File: config.mk
export PLATFORM = sky130hd
export DESIGN_NAME = irq_cause_unit
export DESIGN_NICKNAME = d
export VERILOG_FILES = /design/src/rtl/irq_cause_pkg.sv /design/src/rtl/irq_cause_store.sv /design/src/rtl/irq_hi_enc.sv /design/src/rtl/irq_sum_out.sv /design/src/rtl/irq_cause_unit.sv
export SDC_FILE = /design/constraint.sdc
export NUM_CORES = 1
export LEC_CHECK = 0
export BUFFER_PORTS_ARGS = -buffer_cell sky130_fd_sc_hd__buf_2
export CORE_MARGIN = 2
export CORE_UTILIZATION = 40
export DETAILED_ROUTE_END_ITERATION = 8
export GPL_TIMING_DRIVEN = 0
export PLACE_DENSITY = 0.77
export SETUP_SLACK_MARGIN = 0.02
export SLEW_MARGIN = 20
export SYNTH_ARGS = -nofsm -noshare
export SYNTH_HDL_FRONTEND = slang
export SYNTH_SLANG_ARGS = --single-unit
File: constraint.sdc
create_clock -name clk -period 3.8 [get_ports clk]
set_clock_uncertainty 0.2 [all_clocks]
set_input_delay 0.19 -clock clk [delete_from_list [all_inputs] [get_ports clk]]
set_output_delay 0.19 -clock clk [all_outputs]
set_load 0.03 [all_outputs]
File: src/rtl/irq_cause_pkg.sv
package irq_cause_pkg;
   typedef enum logic [1:0] {
      SEL_CAUSE  = 2'd0,
      SEL_ENABLE = 2'd1,
      SEL_LOOKUP = 2'd2,
      SEL_SPARE  = 2'd3
   } reg_sel_e;

   localparam int LOOKUP_VALID_POS = 8;
endpackage

File: src/rtl/irq_cause_store.sv
module irq_cause_store #(
   parameter int NUM_SRC = 7
) (
   input  logic               clk,
   input  logic               rst_n,
   input  logic [NUM_SRC-1:0] src_i,
   input  logic               cause_we,
   input  logic               enable_we,
   input  logic [NUM_SRC-1:0] wdata,
   output logic [NUM_SRC-1:0] cause_q,
   output logic [NUM_SRC-1:0] enable_q
);
   generate
      if (NUM_SRC < 1) begin : g_bad_cnt
         $error("irq_cause_store: NUM_SRC must be at least 1");
      end
   endgenerate

   // one sticky flop per source; a hardware set overrides the written value
   generate
      for (genvar b = 0; b < NUM_SRC; b++) begin : g_bit
         always_ff @(posedge clk or negedge rst_n) begin
            if (!rst_n) begin
               cause_q[b] <= 1'b0;
            end else if (src_i[b]) begin
               cause_q[b] <= 1'b1;
            end else if (cause_we) begin
               cause_q[b] <= wdata[b];
            end
         end
      end
   endgenerate

   always_ff @(posedge clk or negedge rst_n) begin
      if (!rst_n) begin
         enable_q <= '0;
      end else if (enable_we) begin
         enable_q <= wdata;
      end
   end


   enable_wr_chk: assert property (@(posedge clk) disable iff (!rst_n)
      enable_we |=> enable_q == $past(wdata));


   src_sets_chk: assert property (@(posedge clk) disable iff (!rst_n)
      |src_i |=> (cause_q & $past(src_i)) == $past(src_i));


   cause_hold_chk: assert property (@(posedge clk) disable iff (!rst_n)
      (!cause_we && src_i == '0) |=> $stable(cause_q));
endmodule

File: src/rtl/irq_hi_enc.sv
module irq_hi_enc #(
   parameter int N  = 7,
   parameter int IW = (N > 1) ? $clog2(N) : 1
) (
   input  logic [N-1:0]  req,
   output logic [IW-1:0] idx,
   output logic          valid
);
   // later (higher) indices override earlier ones
   always_comb begin
      idx   = '0;
      valid = 1'b0;
      for (int i = 0; i < N; i++) begin
         if (req[i]) begin
            idx   = IW'(i);
            valid = 1'b1;
         end
      end
   end
endmodule

File: src/rtl/irq_sum_out.sv
module irq_sum_out #(
   parameter bit REGISTERED = 1'b1
) (
   input  logic clk,
   input  logic rst_n,
   input  logic any_pend,
   output logic irq_o
);
   generate
      if (REGISTERED) begin : g_reg
         always_ff @(posedge clk or negedge rst_n) begin
            if (!rst_n) irq_o <= 1'b0;
            else        irq_o <= any_pend;
         end
      end else begin : g_comb
         logic unused_clk;
         assign unused_clk = clk ^ rst_n;
         assign irq_o = any_pend;
      end
   endgenerate
endmodule

File: src/rtl/irq_cause_unit.sv
module irq_cause_unit
   import irq_cause_pkg::*;
#(
   parameter int NUM_SRC = 7,
   parameter int DATA_W  = 32
) (
   input  logic               clk,
   input  logic               rst_n,
   input  logic [NUM_SRC-1:0] src_i,
   input  logic               reg_we,
   input  logic [1:0]         reg_addr,
   input  logic [NUM_SRC-1:0] reg_wdata,
   output logic [DATA_W-1:0]  reg_rdata,
   output logic               irq_o
);
   localparam int IDX_W = (NUM_SRC > 1) ? $clog2(NUM_SRC) : 1;

   generate
      if (NUM_SRC > DATA_W) begin : g_bad_w
         $error("irq_cause_unit: NUM_SRC exceeds DATA_W");
      end
      if (IDX_W > LOOKUP_VALID_POS || LOOKUP_VALID_POS >= DATA_W) begin : g_bad_pos
         $error("irq_cause_unit: lookup fields do not fit");
      end
   endgenerate

   reg_sel_e           sel;
   logic [NUM_SRC-1:0] cause_q, enable_q, pend;
   logic [IDX_W-1:0]   hi_idx;
   logic               hi_valid;

   assign sel = reg_sel_e'(reg_addr);

   irq_cause_store #(.NUM_SRC(NUM_SRC)) u_store (
      .clk       (clk),
      .rst_n     (rst_n),
      .src_i     (src_i),
      .cause_we  (reg_we && sel == SEL_CAUSE),
      .enable_we (reg_we && sel == SEL_ENABLE),
      .wdata     (reg_wdata),
      .cause_q   (cause_q),
      .enable_q  (enable_q)
   );

   assign pend = cause_q & enable_q;

   irq_hi_enc #(.N(NUM_SRC), .IW(IDX_W)) u_enc (
      .req   (pend),
      .idx   (hi_idx),
      .valid (hi_valid)
   );

   irq_sum_out #(.REGISTERED(1'b1)) u_sum (
      .clk      (clk),
      .rst_n    (rst_n),
      .any_pend (|pend),
      .irq_o    (irq_o)
   );

   always_comb begin
      reg_rdata = '0;
      unique case (sel)
         SEL_CAUSE:  reg_rdata[NUM_SRC-1:0] = cause_q;
         SEL_ENABLE: reg_rdata[NUM_SRC-1:0] = enable_q;
         SEL_LOOKUP: begin
            reg_rdata[IDX_W-1:0]       = hi_idx;
            reg_rdata[LOOKUP_VALID_POS] = hi_valid;
         end
         SEL_SPARE:  reg_rdata = '0;
      endcase
   end


   irq_lag_chk: assert property (@(posedge clk) disable iff (!rst_n)
      1'b1 |=> irq_o == $past(hi_valid));


   lookup_hit_chk: assert property (@(posedge clk) disable iff (!rst_n)
      hi_valid |-> (cause_q[hi_idx] && enable_q[hi_idx]));


   lookup_top_chk: assert property (@(posedge clk) disable iff (!rst_n)
      hi_valid |-> ((pend >> hi_idx) == NUM_SRC'(1)));


   spare_wr_chk: assert property (@(posedge clk) disable iff (!rst_n)
      (reg_we && reg_addr[1] && src_i == '0) |=> ($stable(cause_q) && $stable(enable_q)));
endmodule

==> results of run 1 <==
[power groups by stage]
| stage | registers (W) | clock network [W] | logic, W |
|---|---|---|---|
| floorplan | 0.000195 | 0 | 0.000132 |
| global placement | 0.000197 | 0 | 0.000164 |
| detailed placement | 0.000198 | 0 | 0.000166 |
| CTS | 0.000195 | 0.0000953 | 0.000185 |
| global route | 0.000199 | 0.000109 | 0.000203 |
| finish | 0.000196 | 0.0000932 | 0.000187 |
[worst register-to-register path, stage by stage, from the launching register on]
cell           delay (ns)
dfrtp_1              0.42
nor2b_1              0.14
a211o_2              0.31
dlygate4sd3_1        0.55
[path summary, 6_finish.rpt]
check | slack (ns) | endpoint | startpoint
worst max-delay path | 1.77 | reg_rdata[2] | u_store.enable_q[6]
worst min register to register | 0.35 | u_store.enable_q[0] | u_store.enable_q[0]
min in group clk | 0.15 | u_store.enable_q[2] | reg_we
worst max register to register | 2.07 | u_store.cause_q[2] | u_store.cause_q[2]
worst min-delay path | 0.12 | u_store.enable_q[3] | rst_n
max in group asynchronous | 3.02 | u_store.enable_q[4] | rst_n
[stage by stage]
stage / util / cell area, um^2 / power (W)
final: 0.625 / 1530 / 0.000476
after global routing: 0.625 / 1530 / 0.000511
after CTS: 0.625 / 1530 / 0.000475
after detailed placement: 0.524 / 1290 / 0.000365
after global placement: 0.524 / 1290 / 0.000361
after floorplan: - / 1110 / 0.000326
[state kept, by name, summed over array words and instances (netlist names)]
register and flops:
u_store.cause_q 7, u_store.enable_q 7, u_sum.irq_o 1
[repair_timing]
| item | in CTS | in global routing |
|---|---|---|
| setup endpoints to repair | 0 | 0 |
| hold endpoints to repair | 29 | 0 |
| hold buffers | 22 | 0 |
| setup buffers | 0 | 0 |
[cell usage in the layout (no fill, tap or decap), drive strengths merged, types with 3 or more instances in the layout]
master,n
a211o,8
nor2b,8
dfrtp,15
mux2i,5
conb,24
buf,54
a22oi,3
nor2,5
mux2,7
dlygate4sd3,22
nand2,4
clkbuf,4
[kinds of logic after synthesis]
group                  after synthesis  share of synthesized area
other                                1                    0.00365
muxes                               12                      0.125
and+or+nand+nor                     26                      0.167
buffers and inverters               27                      0.198
DFF                                 15                      0.365
AOI/OAI and AO/OA                   17                      0.141
[layout make-up]
type                       instances  area share
clock buffer                       4      0.0171
sequential                        15       0.245
timing repair buffer              49       0.232
tap                               30      0.0245
multi-input combinational         79       0.349
buffer                            27       0.133
[routing by layer]
layer,vias to the layer above,routed length [um],GRT usage
met4,0,85,0.121
met3,11,225,0.0191
met1,422,884,0.223
met2,59,1160,0.266
met5,-,0,0
li1,455,-,-
==> results.md, run 1 <==
* CTS tree: yes
* MaxCap Viol Count at 0
* Levels on crit path at 4
* Pwr/cell area at 311 nW/um^2
* Slowest CP cell: a222oi_1
* # DRC at 0
* Top cell type's share of synthesized area at 0.365
* CTS H-tree depth at 1
* Worst path bufs/invs at 1
* DIE AREA at 2990 um^2
* RSZ-0062 raised after global routing: no
* F_max at 492 MHz
* Vias per inst at 4.64
* All-Layer GR Usage at 0.173
* Unique masters post-synth at 27
* Primary FF master, synth: dfrtp_1
* LEAKAGE at 0.755 nW
* Die width at 54.7 um
* Hold Vio Cnt, Final at 0
* IO buf count at 27
* Sequential fraction of the synthesis area at 0.365
* Synth-to-Final Area Change at 49.1%
* Pre-CTS setup slack at 2.09 ns
* Initial DRT Pass Iterations at 4
* Starting density of the core at 0.419
* Final setup fails at 0
* CTS max path bufs at 2
* Final Critical Period at 2.03 ns
* Max FO, Critical Path at 4
* Hold WS at 0.122 ns
* Slew headroom at 0.656
* CP endpoint kind: primary output
* Maximum VDD drop at 281 uV
* Final worst slack at 1.77 ns
* Seq pwr share at 0.411
* Clock power frac at 0.196
* Switching power at 0.000174 W
* CTS Buf Count at 3
* Worst Tran Pin Value at 0.516 ns
* FF+latch area at 375 um^2
* N_diodes at 0
* Post-synth ARST share at 1.00
* Final Max Tran Viols at 0
* Post-cts sizing count at 0
* Switch share at 0.365
* Area contributors post-synth: dfrtp_1, buf_4, mux2_2
* Setup TNS at 0 ns
* Vias in the first global route at 793
* CP Cell Sequence: a222oi_1 > a211o_1 > nand2_1 > buf_2
* Die Y at 54.7 um
* Post-DP HPWL at 1.57 mm
* Yosys top cell by area: dfrtp_1
* Post-synth EDFFs at 0
* Status: completed
* CP required at 3.41 ns
* Initial antenna violation count at 0
* DRT Wirelength at 2.36 mm
* I/O pin cnt at 52
* Cell class contributing the biggest share of worst-path delay: compound AO/OA/AOI/OAI gates
* Reg2reg path depth at 3
* Comb pwr share at 0.393
* CTS sink cnt at 15
* Worst hold path class: input port to asynchronous set/reset pin
* Fin crit share at 0.535
* WL/cell at 11.6 um
* Arr. time, crit path at 1.64 ns
* Synth cell count leaders: buf_4, dfrtp_1, nor2b_1, mux2_2
* Largest net degree at the start of global routing at 16
* Critical path's largest stage delay at 0.53 ns
* Internal at 0.000303 W
* Ys Warns at 0
* FILL cells at 208
* Avg Cell Area, Syn at 10.5 um^2
* Grt ovf at 0
* Post-Syn Instances at 98
* Clock transition at the registers of the reported paths at 0.09 ns
* DRT iter0 DRCs at 25
* Top-count cell post-synth: buf_4
* Placed insts at 178
* Final #Nets at 194
* CORE AREA at 2450 um^2
* Layout cell share with drive strength beyond 1 at 0.402
* Clk_lat worst skew at 0.29 ns
* Final std cells w/o fill at 204
* Total number of vias at 947
* Cell Area, Synth at 1030 um^2
* RePlAce Congestion at 0.766
* Worst Setup Start Kind: register
* First-pass GRT wire length at 3.60 mm
* Row cnt at 18
* Multi-input combinational cell area at 536 um^2
* Clk root buf: clkbuf_4
* Yosys reg bits at 15
* Critical path class: register to primary output
* Final ANT Viol Nets at 0
(Power assumes the default switching activity.)
==> inputs of run 2 (changes only) <==
- ABC_AREA: not set -> 1
- PLACE_DENSITY: 0.77 -> 0.79
- clock period: 3.8 -> 1.6 ns (I/O delays scaled with it)
==> results.md, run 2 <==
* Die Y at 55.5 um (+1.5%)
* Cell Area, Synth at 1060 um^2 (+3.3%)
* Vias in the first global route at 954 (+20%)
* DIE AREA at 3080 um^2 (+3.1%)
* FF+latch area at 375 um^2 (unchanged)
* Post-DP Area at 1320 um^2 (+2.2%)
* Ys Warns at 0 (unchanged)
* Starting density of the core at 0.425 (+0.00596)
* Total number of vias at 1063 (+12%)
* # DRC at 0 (unchanged)
* Unique masters post-synth at 23 (-15%)
* CTS H-tree depth at 1 (unchanged)
* RePlAce Congestion at 0.833 (+8.7%)
* Switching power at 0.000453 W (+160%)
* Post-route cell area at 1680 um^2 (+9.7%)
* CTS sink cnt at 15 (unchanged)
* Layout cell share with drive strength beyond 1 at 0.401 (-0.00138)
* Post-Synth XOR/XNOR Area at 0 (unchanged)
* Internal at 0.000720 W (+140%)
* Post-synth EDFFs at 0 (unchanged)
* Final core occ at 0.673 (+0.0483)
* Setup TNS at 0 ns (unchanged)
* CTS max path bufs at 2 (unchanged)
* Yosys top cell by area: dfrtp_1
* Final Max Tran Viols at 0 (unchanged)
* Total power at 0.00117 W (+150%)
* Multi-input combinational cell area at 523 um^2 (-2.3%)
* Final ANT Viol Nets at 0 (unchanged)
* DRT Wirelength at 2.62 mm (+11%)
* Maximum VDD drop at 647 uV (+130%)
* Worst hold path class: input port to asynchronous set/reset pin
* Largest net degree at the start of global routing at 16 (unchanged)
* Area contributors post-synth: dfrtp_1, buf_4, nand2_1
* Hold Vio Cnt, Final at 0 (unchanged)
* LEAKAGE at 0.920 nW (+22%)
* Vias per inst at 4.30 (-7.3%)
* Simple-gate area share of the yosys netlist at 0.203 (+0.0359)
* Final setup fails at 0 (unchanged)
* Grt ovf at 0 (unchanged)
* Main combinational cell family by area after synthesis: buffers and inverters
* Switch share at 0.386 (+0.0213)
* Die width at 55.5 um (+1.5%)
* Mux cell area share after synthesis at 0 (-0.125)
* Worst Setup Start Kind: register
* Post-Syn Instances at 133 (+36%)
* Post-synth ARST share at 1.00 (unchanged)
* Avg Cell Area, Syn at 7.99 um^2 (-24%)
* Yosys reg bits at 15 (unchanged)
* CP required at 1.32 ns (-2.09 ns)
* Final worst slack at 0.0266 ns (-1.74 ns)
* Initial antenna violation count at 0 (unchanged)
* I/O pin cnt at 52 (unchanged)
* Max FO, Critical Path at 3 (-1)
* Post-DP HPWL at 1.62 mm (+3.2%)
* CTS Buf Count at 3 (unchanged)
* Synth Area in Adders at 0 (unchanged)
* Final #Nets at 237 (+22%)
* First-pass GRT wire length at 4.05 mm (+12%)
* Primary FF master, synth: dfrtp_1
* CORE AREA at 2500 um^2 (+1.8%)
* Seq pwr share at 0.376 (-0.035)
* Pwr/cell area at 697 nW/um^2 (+120%)
* Biggest registers after layout: u_store.cause_q: 7 flops, u_store.enable_q: 7 flops, u_sum.irq_o: 1 flops
* Clock transition at the registers of the reported paths at 0.09 ns (about the same)
* DRT iter0 DRCs at 25 (unchanged)
* Status: completed
* MaxCap Viol Count at 0 (unchanged)
* Final Critical Period at 1.57 ns
* N_diodes at 0 (unchanged)
* FILL cells at 208 (unchanged)
* RSZ-0062 raised after global routing: yes
* Top-count cell post-synth: nand2_1
* All-Layer GR Usage at 0.163 (-0.00975)
* Row cnt at 18 (unchanged)
* Initial DRT Pass Iterations at 5 (+1)
* Sequential fraction of the synthesis area at 0.353 (-0.0116)
* F_max at 636 MHz
* Critical path class: register to primary output
* Clock power frac at 0.194 (-0.002)
* Top cell type's share of synthesized area at 0.353 (-0.0116)
* Clk root buf: clkbuf_4
* Arr. time, crit path at 1.29 ns (-0.35 ns)
* Most frequent cells in the layout: buf_4, dlygate4sd3_1, nand2_1, conb_1, buf_2
* Comb pwr share at 0.429 (+0.036)
* Pre-CTS setup slack at 0.323 ns (-1.76 ns)
* Fin crit share at 0.983
* Clk_lat worst skew at 0.30 ns (about the same)
* Synth cell count leaders: nand2_1, buf_4, dfrtp_1, inv_1, a21oi_1
* WL/cell at 10.6 um (-8.2%)
* IO buf count at 26 (-3.7%)
* Compound-gate portion of the synthesized area at 0.180 (+0.0391)
* CTS tree: yes
* Most common cell after layout, fill and taps aside: buf_4
* CP endpoint kind: primary output
* Synth-to-Final Area Change at 58.4%
run 2: metal layers:
| metal | GRT usage | vias to the layer above | share of wire |
|---|---|---|---|
| met4 | 0.0279 | 0 | 0.016 |
| li1 | - | 537 | - |
| met3 | 0.0492 | 6 | 0.072 |
| met2 | 0.296 | 48 | 0.52 |
| met5 | 0 | - | 0 |
| met1 | 0.190 | 472 | 0.40 |
run 2: final cells by class:
cell class / instances / area share
clock buffers: 4 / 0.0156
inverters: 16 / 0.0372
plain buffers: 27 / 0.127
well taps: 30 / 0.0223
flip-flops and latches: 15 / 0.223
repair buffers: 57 / 0.264
multi-input cells: 98 / 0.311
run 2: critical path, stage by stage, from the launching register on:
cell	delay, ns
dfrtp_1	0.41
nand2_2	0.09
nand2_2	0.08
inv_2	0.05
a21oi_2	0.04
o21bai_1	0.15
buf_4	0.18
run 2: final timing paths:
path,slack [ns],cells past startpoint,end,from
worst max-delay path,0.03,6,reg_rdata[1],u_store.enable_q[5]
worst min-delay path,0.005,2,u_store.cause_q[2],rst_n
worst max register to register,0.51,4,u_sum.irq_o,u_store.enable_q[6]
worst min register to register,0.32,2,u_store.enable_q[6],u_store.enable_q[6]
max in group asynchronous,0.94,2,u_store.cause_q[4],rst_n
min in group clk,0.03,3,u_store.enable_q[0],reg_we
run 2: what timing repair did:
action                                 CTS  global route
setup endpoints to repair                3             5
endpoints found under the hold margin   29             0
hold buffers                            28             0
setup buffers                            1             3
gates resized for setup                  2            16
pin swaps                                0             3
run 2: power groups by stage:
stage | combinational [W] | sequential [W] | clock, W
after floorplan | 0.000311 | 0.000445 | 0
after global placement | 0.000394 | 0.000445 | 0
after detailed placement | 0.000397 | 0.000447 | 0
after CTS | 0.000460 | 0.000437 | 0.000221
after global routing | 0.000547 | 0.000445 | 0.000248
final | 0.000504 | 0.000442 | 0.000228
run 2: metrics by stage:
stage | std cells | hold WS, ns
2_1_floorplan | 156 | -0.416
3_3_place_gp | 212 | -0.203
3_5_place_dp | 212 | -0.201
4_1_cts | 245 | 0.0223
5_1_grt | 247 | 0.0200
6_report | 247 | 0.00494
run 2: cells by family (layout without fill, tap and decap cells):
group	after synthesis	in the layout
other	1	24
buffers and inverters	43	104
and+or+nand+nor	47	47
AOI/OAI and AO/OA	27	27
DFF	15	15
